===== config.mk =====
export PLATFORM = sky130hd
export DESIGN_NAME = hs_test_seq
export DESIGN_NICKNAME = d
export VERILOG_FILES = /design/src/rtl/hs_test_pkg.sv /design/src/rtl/hs_crc16.sv /design/src/rtl/hs_mode_arb.sv /design/src/rtl/hs_test_seq.sv
export SDC_FILE = /design/constraint.sdc
export NUM_CORES = 1
export LEC_CHECK = 0
export BUFFER_PORTS_ARGS = -buffer_cell sky130_fd_sc_hd__clkbuf_2
export CAP_MARGIN = 5
export CORE_MARGIN = 5
export CORE_UTILIZATION = 55
export CTS_CLUSTER_DIAMETER = 120
export DETAILED_ROUTE_END_ITERATION = 7
export GPL_ROUTABILITY_DRIVEN = 0
export PLACE_DENSITY = 0.87
export SLEW_MARGIN = 15
export SYNTH_ARGS = -nofsm -noshare
export SYNTH_HDL_FRONTEND = slang
export SYNTH_HIERARCHICAL = 1
export SYNTH_SLANG_ARGS = --single-unit

===== constraint.sdc =====
create_clock -name clk -period 1.74 [get_ports clk]
set_input_delay 0.348 -clock clk [delete_from_list [all_inputs] [get_ports clk]]
set_output_delay 0.348 -clock clk [all_outputs]
set_load 0.005 [all_outputs]

===== src/rtl/hs_test_pkg.sv =====
package hs_test_pkg;

  localparam int CFG_W = 6;
  localparam int NMODE = 4;

  localparam logic [7:0] PID_DATA0 = 8'hC3;
  localparam logic [7:0] PID_NAK   = 8'h5A;

  localparam logic ADDR_MODE = 1'b0;
  localparam logic ADDR_RDY  = 1'b1;

  typedef enum logic [1:0] {
    LS_IDLE = 2'd0,
    LS_J    = 2'd1,
    LS_K    = 2'd2,
    LS_DATA = 2'd3
  } line_e;

  typedef enum logic [2:0] {
    TM_NONE, TM_PKT, TM_K, TM_J, TM_NAK
  } tmode_e;

  typedef enum logic [2:0] {
    S_IDLE, S_PID, S_PAY, S_CRCL, S_CRCH, S_GAP, S_NAK
  } tx_st_e;

  // one byte of the reflected USB data CRC-16
  function automatic logic [15:0] crc16_byte(logic [15:0] c, logic [7:0] d);
    logic [15:0] r;
    r = c ^ {8'h00, d};
    for (int b = 0; b < 8; b++) begin
      r = r[0] ? ((r >> 1) ^ 16'hA001) : (r >> 1);
    end
    return r;
  endfunction

endpackage


===== src/rtl/hs_crc16.sv =====
module hs_crc16
  import hs_test_pkg::*;
(
  input  logic        clk,
  input  logic        rst_n,
  input  logic        clr,
  input  logic        en,
  input  logic [7:0]  din,
  output logic [15:0] crc_o
);

  logic [15:0] crc_q, crc_d;

  always_comb begin
    crc_d = crc_q;
    if (clr)     crc_d = 16'hFFFF;
    else if (en) crc_d = crc16_byte(crc_q, din);
  end

  always_ff @(posedge clk or negedge rst_n) begin
    if (!rst_n) crc_q <= 16'hFFFF;
    else        crc_q <= crc_d;
  end

  assign crc_o = crc_q;

  AST_CRC_SEED: assert property (@(posedge clk) disable iff (!rst_n)
    $past(clr) |-> crc_o == 16'hFFFF);

endmodule


===== src/rtl/hs_mode_arb.sv =====
module hs_mode_arb
  import hs_test_pkg::*;
(
  input  logic             clk,
  input  logic             rst_n,
  input  logic             wr_en,
  input  logic             wr_addr,
  input  logic [CFG_W-1:0] wr_data,
  input  logic             bus_rst,
  input  logic             chirp_ok,
  output tmode_e           mode,
  output logic             hs_sel
);

  logic [NMODE-1:0] en_q, en_d, sel;
  logic rdy_q, rdy_d, ffs_q, ffs_d, fhs_q, fhs_d, hs_q, hs_d;

  always_comb begin
    en_d  = en_q;
    rdy_d = rdy_q;
    ffs_d = ffs_q;
    fhs_d = fhs_q;
    hs_d  = hs_q;
    if (wr_en && wr_addr == ADDR_MODE) begin
      en_d    = wr_data[NMODE-1:0];
      en_d[0] = wr_data[0] & rdy_q;
      ffs_d   = wr_data[4];
      fhs_d   = wr_data[5];
    end
    if (wr_en && wr_addr == ADDR_RDY) rdy_d = wr_data[0];
    if (bus_rst) hs_d = ffs_q ? 1'b0 : (fhs_q ? 1'b1 : chirp_ok);
  end

  always_ff @(posedge clk or negedge rst_n) begin
    if (!rst_n) begin
      en_q  <= '0;
      rdy_q <= 1'b0;
      ffs_q <= 1'b0;
      fhs_q <= 1'b0;
      hs_q  <= 1'b0;
    end else begin
      en_q  <= en_d;
      rdy_q <= rdy_d;
      ffs_q <= ffs_d;
      fhs_q <= fhs_d;
      hs_q  <= hs_d;
    end
  end

  // fixed priority: lower bit wins
  for (genvar i = 0; i < NMODE; i++) begin : g_pri
    if (i == 0) begin : g_head
      assign sel[i] = en_q[i];
    end else begin : g_tail
      assign sel[i] = en_q[i] & ~(|en_q[i-1:0]);
    end
  end

  always_comb begin
    mode = TM_NONE;
    if (sel[0])      mode = TM_PKT;
    else if (sel[1]) mode = TM_K;
    else if (sel[2]) mode = TM_J;
    else if (sel[3]) mode = TM_NAK;
  end

  assign hs_sel = hs_q;

  AST_PKT_NEEDS_RDY: assert property (@(posedge clk) disable iff (!rst_n)
    $rose(en_q[0]) |-> $past(rdy_q));

  AST_SPEED_HOLD: assert property (@(posedge clk) disable iff (!rst_n)
    !$past(bus_rst) |-> $stable(hs_sel));

endmodule


===== src/rtl/hs_test_seq.sv =====
module hs_test_seq
  import hs_test_pkg::*;
#(
  parameter int PAY_LEN = 53,
  parameter int GAP_CYC = 4,
  localparam int AW = $clog2(PAY_LEN)
) (
  input  logic             clk,
  input  logic             rst_n,
  input  logic             cfg_wr,
  input  logic             cfg_addr,
  input  logic [CFG_W-1:0] cfg_wdata,
  input  logic             bus_rst,
  input  logic             chirp_ok,
  input  logic             tok_in_vld,
  output logic [AW-1:0]    buf_addr,
  input  logic [7:0]       buf_data,
  output logic             tx_valid,
  output logic [7:0]       tx_data,
  output logic             tx_last,
  output logic [1:0]       line_st,
  output logic             hs_sel
);

  localparam int GW = (GAP_CYC > 1) ? $clog2(GAP_CYC) : 1;
  localparam logic [AW-1:0] LAST_IDX = AW'(PAY_LEN - 1);
  localparam logic [GW-1:0] GAP_LOAD = GW'(GAP_CYC - 1);

  // reset: asserted asynchronously, released on the clock
  logic rst_m, rst_s;
  always_ff @(posedge clk or negedge rst_n) begin
    if (!rst_n) begin
      rst_m <= 1'b0;
      rst_s <= 1'b0;
    end else begin
      rst_m <= 1'b1;
      rst_s <= rst_m;
    end
  end

  tmode_e      mode;
  logic [15:0] crc;
  tx_st_e      st_q, st_d;
  logic [AW-1:0] idx_q, idx_d;
  logic [GW-1:0] gap_q, gap_d;
  line_e       line_c;

  hs_mode_arb u_arb (
    .clk(clk), .rst_n(rst_s), .wr_en(cfg_wr), .wr_addr(cfg_addr),
    .wr_data(cfg_wdata), .bus_rst(bus_rst), .chirp_ok(chirp_ok),
    .mode(mode), .hs_sel(hs_sel)
  );

  hs_crc16 u_crc (
    .clk(clk), .rst_n(rst_s), .clr(st_q == S_PID), .en(st_q == S_PAY),
    .din(buf_data), .crc_o(crc)
  );

  always_comb begin
    st_d  = st_q;
    idx_d = idx_q;
    gap_d = gap_q;
    unique case (st_q)
      S_IDLE: begin
        if (mode == TM_PKT)                    st_d = S_PID;
        else if (mode == TM_NAK && tok_in_vld) st_d = S_NAK;
      end
      S_PID: begin
        st_d  = S_PAY;
        idx_d = '0;
      end
      S_PAY: begin
        if (idx_q == LAST_IDX) st_d = S_CRCL;
        else                   idx_d = idx_q + 1'b1;
      end
      S_CRCL: st_d = S_CRCH;
      S_CRCH: begin
        st_d  = S_GAP;
        gap_d = GAP_LOAD;
      end
      S_GAP: begin
        if (gap_q != '0)         gap_d = gap_q - 1'b1;
        else if (mode == TM_PKT) st_d = S_PID;
        else                     st_d = S_IDLE;
      end
      S_NAK:   st_d = S_IDLE;
      default: st_d = S_IDLE;
    endcase
  end

  always_ff @(posedge clk or negedge rst_s) begin
    if (!rst_s) begin
      st_q  <= S_IDLE;
      idx_q <= '0;
      gap_q <= '0;
    end else begin
      st_q  <= st_d;
      idx_q <= idx_d;
      gap_q <= gap_d;
    end
  end

  // read address runs one byte ahead of the byte on tx_data
  assign buf_addr = (st_q == S_PAY && idx_q != LAST_IDX) ? idx_q + 1'b1 : '0;

  always_comb begin
    tx_valid = 1'b1;
    tx_last  = 1'b0;
    tx_data  = 8'h00;
    unique case (st_q)
      S_PID:  tx_data = PID_DATA0;
      S_PAY:  tx_data = buf_data;
      S_CRCL: tx_data = ~crc[7:0];
      S_CRCH: begin tx_data = ~crc[15:8]; tx_last = 1'b1; end
      S_NAK:  begin tx_data = PID_NAK;    tx_last = 1'b1; end
      default: tx_valid = 1'b0;
    endcase
  end

  always_comb begin
    if (tx_valid)                              line_c = LS_DATA;
    else if (st_q == S_IDLE && mode == TM_K)   line_c = LS_K;
    else if (st_q == S_IDLE && mode == TM_J)   line_c = LS_J;
    else                                       line_c = LS_IDLE;
  end
  assign line_st = line_c;

  AST_PAY_LEN: assert property (@(posedge clk) disable iff (!rst_s)
    (st_q == S_CRCL) |-> ($past(st_q) == S_PAY && $past(idx_q) == LAST_IDX));

  AST_GAP_LEN: assert property (@(posedge clk) disable iff (!rst_s)
    (st_q == S_PID && $past(st_q) == S_GAP) |-> $past(gap_q) == '0);

  AST_NAK_CAUSE: assert property (@(posedge clk) disable iff (!rst_s)
    (st_q == S_NAK) |-> ($past(tok_in_vld) && $past(mode) == TM_NAK));

endmodule


==> results of run 1 <==
==> synth_stat cells, types with 4 or more instances <==
master / number / area (um2)
o21ai_0: 5 / 25.0
dfrtp_1: 21 / 526
a211o_1: 5 / 43.8
or2_2: 8 / 50.1
nand2_1: 7 / 26.3
nor3_1: 8 / 40.0
inv_1: 15 / 56.3
xnor2_1: 14 / 123
a22oi_1: 4 / 30.0
buf_2: 5 / 25.0
nor2_1: 23 / 86.3
a21oi_1: 17 / 85.1
nor2b_1: 7 / 43.8
clkbuf_1: 6 / 22.5
nand2b_1: 9 / 56.3
mux2_4: 5 / 75.1
dfstp_2: 16 / 420
xor2_1: 7 / 61.3
o22ai_1: 6 / 37.5
==> power groups by stage <==
stage	Sequential, mW	Clock [mW]	Combinational (mW)
finish	1.63	0.610	4.46
global route	1.66	0.659	4.76
CTS	1.59	0.614	3.79
detailed placement	1.57	0	3.12
global placement	1.55	0	3.01
floorplan	1.48	0	2.20
==> flip-flops by register name, summed over array words and instances (netlist names) <==
name          count
u_arb/fhs_q       1
u_arb/rdy_q       1
u_arb/ffs_q       1
gap_q             2
idx_q             6
rst_m             1
rst_s             1
u_arb/hs_sel      1
st_q              3
u_arb/en_q        4
u_crc/crc_o      16
==> cells by family (layout without fill, tap and decap cells) <==
family          after synthesis  count (layout)  synth area share [%]
simple gates                 83              83                  20.8
compound gates               57              57                  16.9
flops                        37              37                  40.4
buf+inv                      28             117                  5.14
xor+xnor                     23              23                  9.58
mux                          10              10                  5.46
fa+ha+maj                     3               3                  1.61
other cells                   1               1                 0.160
==> metrics by stage <==
| step | hold WS, ns | utilization (%) | power [mW] |
|---|---|---|---|
| 6_report | 0.266 | 82.9 | 6.70 |
| 5_1_grt | 0.258 | 82.9 | 7.08 |
| 4_1_cts | 0.263 | 77.4 | 5.99 |
| 3_5_place_dp | 0.136 | 67.6 | 4.68 |
| 3_3_place_gp | 0.134 | 67.6 | 4.56 |
| 2_1_floorplan | 0.0524 | - | 3.68 |
==> per-layer routing <==
layer / global-route usage (%) / up-vias / routed length (um) / share of wire (%)
met2: 42.2 / 127 / 3350 / 49
met1: 31.2 / 1076 / 2730 / 40
met5: 0 / - / 0 / 0
met4: 8.93 / 0 / 240 / 3.5
met3: 5.61 / 29 / 529 / 7.7
li1: - / 1016 / - / -
==> path summary, 6_finish.rpt <==
| path | start | to |
|---|---|---|
| max | st_q[1] | tx_data[1] |
| min | bus_rst | u_arb/hs_sel |
| max reg2reg | u_crc/crc_o[5] | u_crc/crc_o[15] |
| min reg2reg | rst_s | idx_q[5] |
| max in group asynchronous | rst_s | u_crc/crc_o[13] |
| min in group asynchronous | rst_s | idx_q[5] |
==> timing repair <==
action                                  4_1_cts  5_1_grt
pin swaps                                    22        9
endpoints found under the hold margin         2        0
setup buffers                                14       13
endpoints found under the setup margin       20       21
cloned                                        0        0
gates resized for setup                      47       31
hold buffers                                  1        0
==> cell type report <==
cell class                 instances  area (um2)
multi-input combinational        177        1530
sequential                        37         953
fill                             208         693
timing repair buffer              94         674
clock buffer                       5        68.8
tap                               50        62.6
inverter                          15        56.3
clock inverter                     3        17.5
==> worst max-delay path: cells and delay by family, from the launching register on <==
kind | cells | cell delay [ns]
compound gates | 2 | 0.49
buf+inv | 2 | 0.39
flops | 1 | 0.44
==> flow_summary.json, run 1 <==
{
  "fin_area_um2": 3360,
  "wl_per_cell_um": 18.0,
  "final_common_cell": "buf_4",
  "vdd_drop_max_mv": 1.14,
  "wl_mm": 6.85,
  "cts_root_buffer": "clkbuf_8",
  "grt_pass1_vias": 2153,
  "avgSynthCellArea_um2": 9.66,
  "cts_tree": "yes",
  "comb_power_share_pct": 66.6,
  "grt_max_degree": 36,
  "p_leak_nw": 1.55,
  "via_per_inst": 5.90,
  "timing.final.ws_setup_ns": -0.229,
  "fin_crit_ns": 1.97,
  "hpwl_mm": 4.11,
  "layout_common_cells": "44 x buf_4, 32 x clkbuf_2, 20 x nor2_1",
  "worst_hold_path_type": "in -> reg",
  "initial_utilization_pct": 57.6,
  "drtAntennaViolNets": 0,
  "critPathLaunchType": "flip-flop",
  "hold_violations": 0,
  "r2r_cells": 5,
  "num_vias": 2248,
  "layout_worst_path_cycle_share_pct": 113,
  "cp_max_fo": 6,
  "cts_buffer_depth": 2,
  "cp.required_ns": 1.39,
  "swShare_pct": 41.8,
  "criticalPathCategory": "reg -> out",
  "p_sw_mw": 2.80,
  "drv_slew": 0,
  "maxCapViolCount": 0,
  "synth_cells": 242,
  "r2r_slack_ns": -0.15,
  "ys.flop_type": "dfrtp_1",
  "p_seq_share_pct": 24.3,
  "htreeDepth": 2,
  "synth_edf_count": 0,
  "critical_path.cell_chain": "inv_1, a21o_1, a222oi_1, buf_2",
  "ys_async_sr_fraction_pct": 100,
  "cpPeakStageDelay_ns": 0.44,
  "final.setup.tns_ns": -2.71,
  "drt_iter0_markers": 168,
  "drt-pass1-iter-count": 5,
  "syn_nets": 266,
  "yosys_warnings": 6,
  "place.port_buffers": 39,
  "clk_pin_slew_ns": 0.07,
  "p_clk_share_pct": 9.1,
  "ys_seq_area_share_pct": 40.4,
  "fin_cells": 381,
  "cts_sinks": 37,
  "cpMaxStageDelayCell": "dfrtp_2",
  "setup_viol": 25,
  "dieArea_um2": 5660,
  "fmax_mhz": 508,
  "dp_slack_ns": -0.169,
  "hold_path_depth": 2,
  "arrival_ns": 1.62,
  "final_layout_size_suffix_gt1_share_pct": 56.2,
  "grt_pass1_wl_mm": 10.4,
  "ys_types": 55,
  "power_density_nw_per_um2": 1990,
  "final_nets": 354,
  "coreArea_um2": 4060,
  "drc": 0,
  "synthesis.area_um2": 2340,
  "cts_buffers": 5,
  "post-place-cells": 345,
  "status": "complete, but fails checks",
  "ys_seq_elements": 37,
  "rsz0062_at_grt": "yes",
  "num_antenna_cells": 0,
  "gr-total-overflow": 0,
  "die_h_um": 75.2,
  "endpoint_kind": "output pin",
  "clock_latency_ns": 0.31,
  "violations": "setup timing",
  "grt_use_total_pct": 24.9,
  "finClkSkew_ns": 0.00624,
  "antenna_found_initial": 0,
  "io_pins": 40,
  "syn2layout_area_growth_pct": 43.9,
  "place_area_um2": 2740,
  "internal_power_mw": 3.90,
  "die_w_um": 75.2,
  "std_cell_rows": 23
}
(Power assumes the default switching activity.)
==> run 2, diff against run 1 <==
==> constraint.sdc (replaced) <==
create_clock -name clk -period 1.74 [get_ports clk]
set_input_delay 0.087 -clock clk [delete_from_list [all_inputs] [get_ports clk]]
set_output_delay 0.087 -clock clk [all_outputs]
set_load 0.005 [all_outputs]
==> run 2 against run 1 <==
  * The flow still finishes with violations (setup timing)
  * Critical path depth up 1
  * Clock skew down 0.0027 ns
  * Sequential power down 2%
  * Worst hold slack worse by 0.24 ns
  * Global-route usage down 2.8 points
  * Register-to-register slack better by 0.11 ns
  * Count of clock-buffer cells in the layout up 3
  * Die area unchanged
  * Power down 11%
  * Routed wire length down 14%
  * First-iteration DRC count up 3.0%
  * Cell count down 5.5%
  * Critical path type is now reg -> reg
==> flow_summary.json, run 2 (same netlist as run 1, synthesis figures left out) <==
{
  "status": "complete, but fails checks",
  "violations": "setup timing",
  "num_antenna_cells": 0,
  "syn2layout_area_growth_pct": 31.8,
  "post-place-cells": 338,
  "final_layout_size_suffix_gt1_share_pct": 48.7,
  "vdd_drop_max_mv": 1.15,
  "dieArea_um2": 5660,
  "setup_viol": 3,
  "grt_pass1_wl_mm": 9.38,
  "clk_pin_slew_ns": 0.07,
  "final.setup.tns_ns": -0.0889,
  "largest_register_ffs": 16,
  "layout_worst_path_cycle_share_pct": 102,
  "initial_utilization_pct": 57.6,
  "timing.final.ws_setup_ns": -0.0409,
  "clock_latency_ns": 0.29,
  "cts_root_buffer": "clkbuf_8",
  "path_delay_family": "XOR/XNOR gates",
  "p_leak_nw": 1.41,
  "coreArea_um2": 4060,
  "fin_crit_ns": 1.78,
  "max_slew_margin_pct": 52.5,
  "drv_slew": 0,
  "cpPeakStageDelay_ns": 0.59,
  "critPathLaunchType": "flip-flop",
  "layout_common_cells": "35 x clkbuf_2, 29 x buf_4, 19 x nor2_1",
  "cpMaxStageDelayCell": "dfstp_2",
  "drt_iter0_markers": 173,
  "num_vias": 2094,
  "cp.required_ns": 1.96,
  "final_common_cell": "clkbuf_2",
  "grt_pass1_vias": 2071,
  "io_pins": 40,
  "hpwl_mm": 3.92,
  "wl_per_cell_um": 16.5,
  "cp_max_fo": 5,
  "whs_ns": 0.0272,
  "endpoint_kind": "flip-flop",
  "cts_buffers": 5,
  "via_per_inst": 5.82,
  "drt-pass1-iter-count": 4,
  "cts_buffer_depth": 2,
  "worst_slew_pin_slew_ns": 0.708,
  "grt_max_degree": 36,
  "htreeDepth": 2,
  "wl_mm": 5.92,
  "final_nets": 333,
  "cts_tree": "yes",
  "fmax_mhz": 562,
  "gr-total-overflow": 0,
  "maxCapViolCount": 0,
  "grt_use_total_pct": 22.1,
  "antenna_found_initial": 0,
  "cts_sinks": 37,
  "rsz0062_at_grt": "yes",
  "hold_violations": 0,
  "die_h_um": 75.2,
  "worst_hold_path_type": "in -> reg",
  "drc": 0,
  "critPathBufInv": 0,
  "std_cell_rows": 23,
  "die_w_um": 75.2,
  "finClkSkew_ns": 0.00353,
  "critical_path.cell_chain": "xnor2_4, xnor2_2, xnor3_2, and3_4, nor3_2",
  "place.port_buffers": 39,
  "arrival_ns": 2.00,
  "power_density_nw_per_um2": 1930,
  "fin_util_pct": 75.9,
  "drtAntennaViolNets": 0,
  "fin_cells": 360,
  "criticalPathCategory": "reg -> reg"
}
run 2: final cells by class:
class,instances,area [um2]
multi-input combinational,177,1460
fill,272,976
sequential,37,950
timing repair buffer,73,467
clock buffer,8,90.1
tap,50,62.6
inverter,15,56.3
run 2: report_power, final:
part	switching [mW]	internal (mW)
Sequential	0.305	1.29
Combinational	1.82	1.93
Clock	0.302	0.323
run 2: worst reg2reg max path: stages (launching register included):
cell and delay (ns):
dfstp_2 0.59, xnor2_4 0.14, xnor2_2 0.15, xnor3_2 0.52
and3_4 0.20, nor3_2 0.11
run 2: per-stage QoR:
step                      total power [mW]  worst slack, ns  area [um2]
after global placement                4.50          -0.0212        2690
final                                 5.96          -0.0409        3080
after floorplan                       3.68          0.00285        2350
after detailed placement              4.61           -0.134        2690
after CTS                             5.62          -0.0825        2940
after global routing                  6.33          -0.0942        3080
run 2: worst paths after layout:
| path | startpoint | end | slack (ns) | cells after the start |
|---|---|---|---|---|
| min in group asynchronous | rst_n | rst_m | 0.11 | 2 |
| max in group asynchronous | rst_s | u_crc/crc_o[5] | 1.10 | 1 |
| setup reg to reg | u_crc/crc_o[5] | u_crc/crc_o[14] | -0.04 | 5 |
| setup / recovery | u_crc/crc_o[5] | u_crc/crc_o[14] | -0.04 | 5 |
| hold / removal | cfg_wdata[5] | u_arb/fhs_q | 0.03 | 2 |
| hold reg to reg | rst_s | idx_q[4] | 0.28 | 1 |
run 2: metal layers:
| layer | routed length [um] | up-vias | GRT usage (%) |
|---|---|---|---|
| li1 | - | 975 | - |
| met1 | 2550 | 1018 | 27.4 |
| met2 | 2880 | 89 | 36.6 |
| met3 | 369 | 12 | 5.21 |
| met4 | 123 | 0 | 9.90 |
| met5 | 0 | - | 0 |
run 2: what timing repair did:
action	CTS	global route
buffers inserted	9	3
endpoints found under the hold margin	3	0
resized for setup	19	28
pin swaps	10	9
hold buffers	2	0
endpoints found under the setup margin	15	16
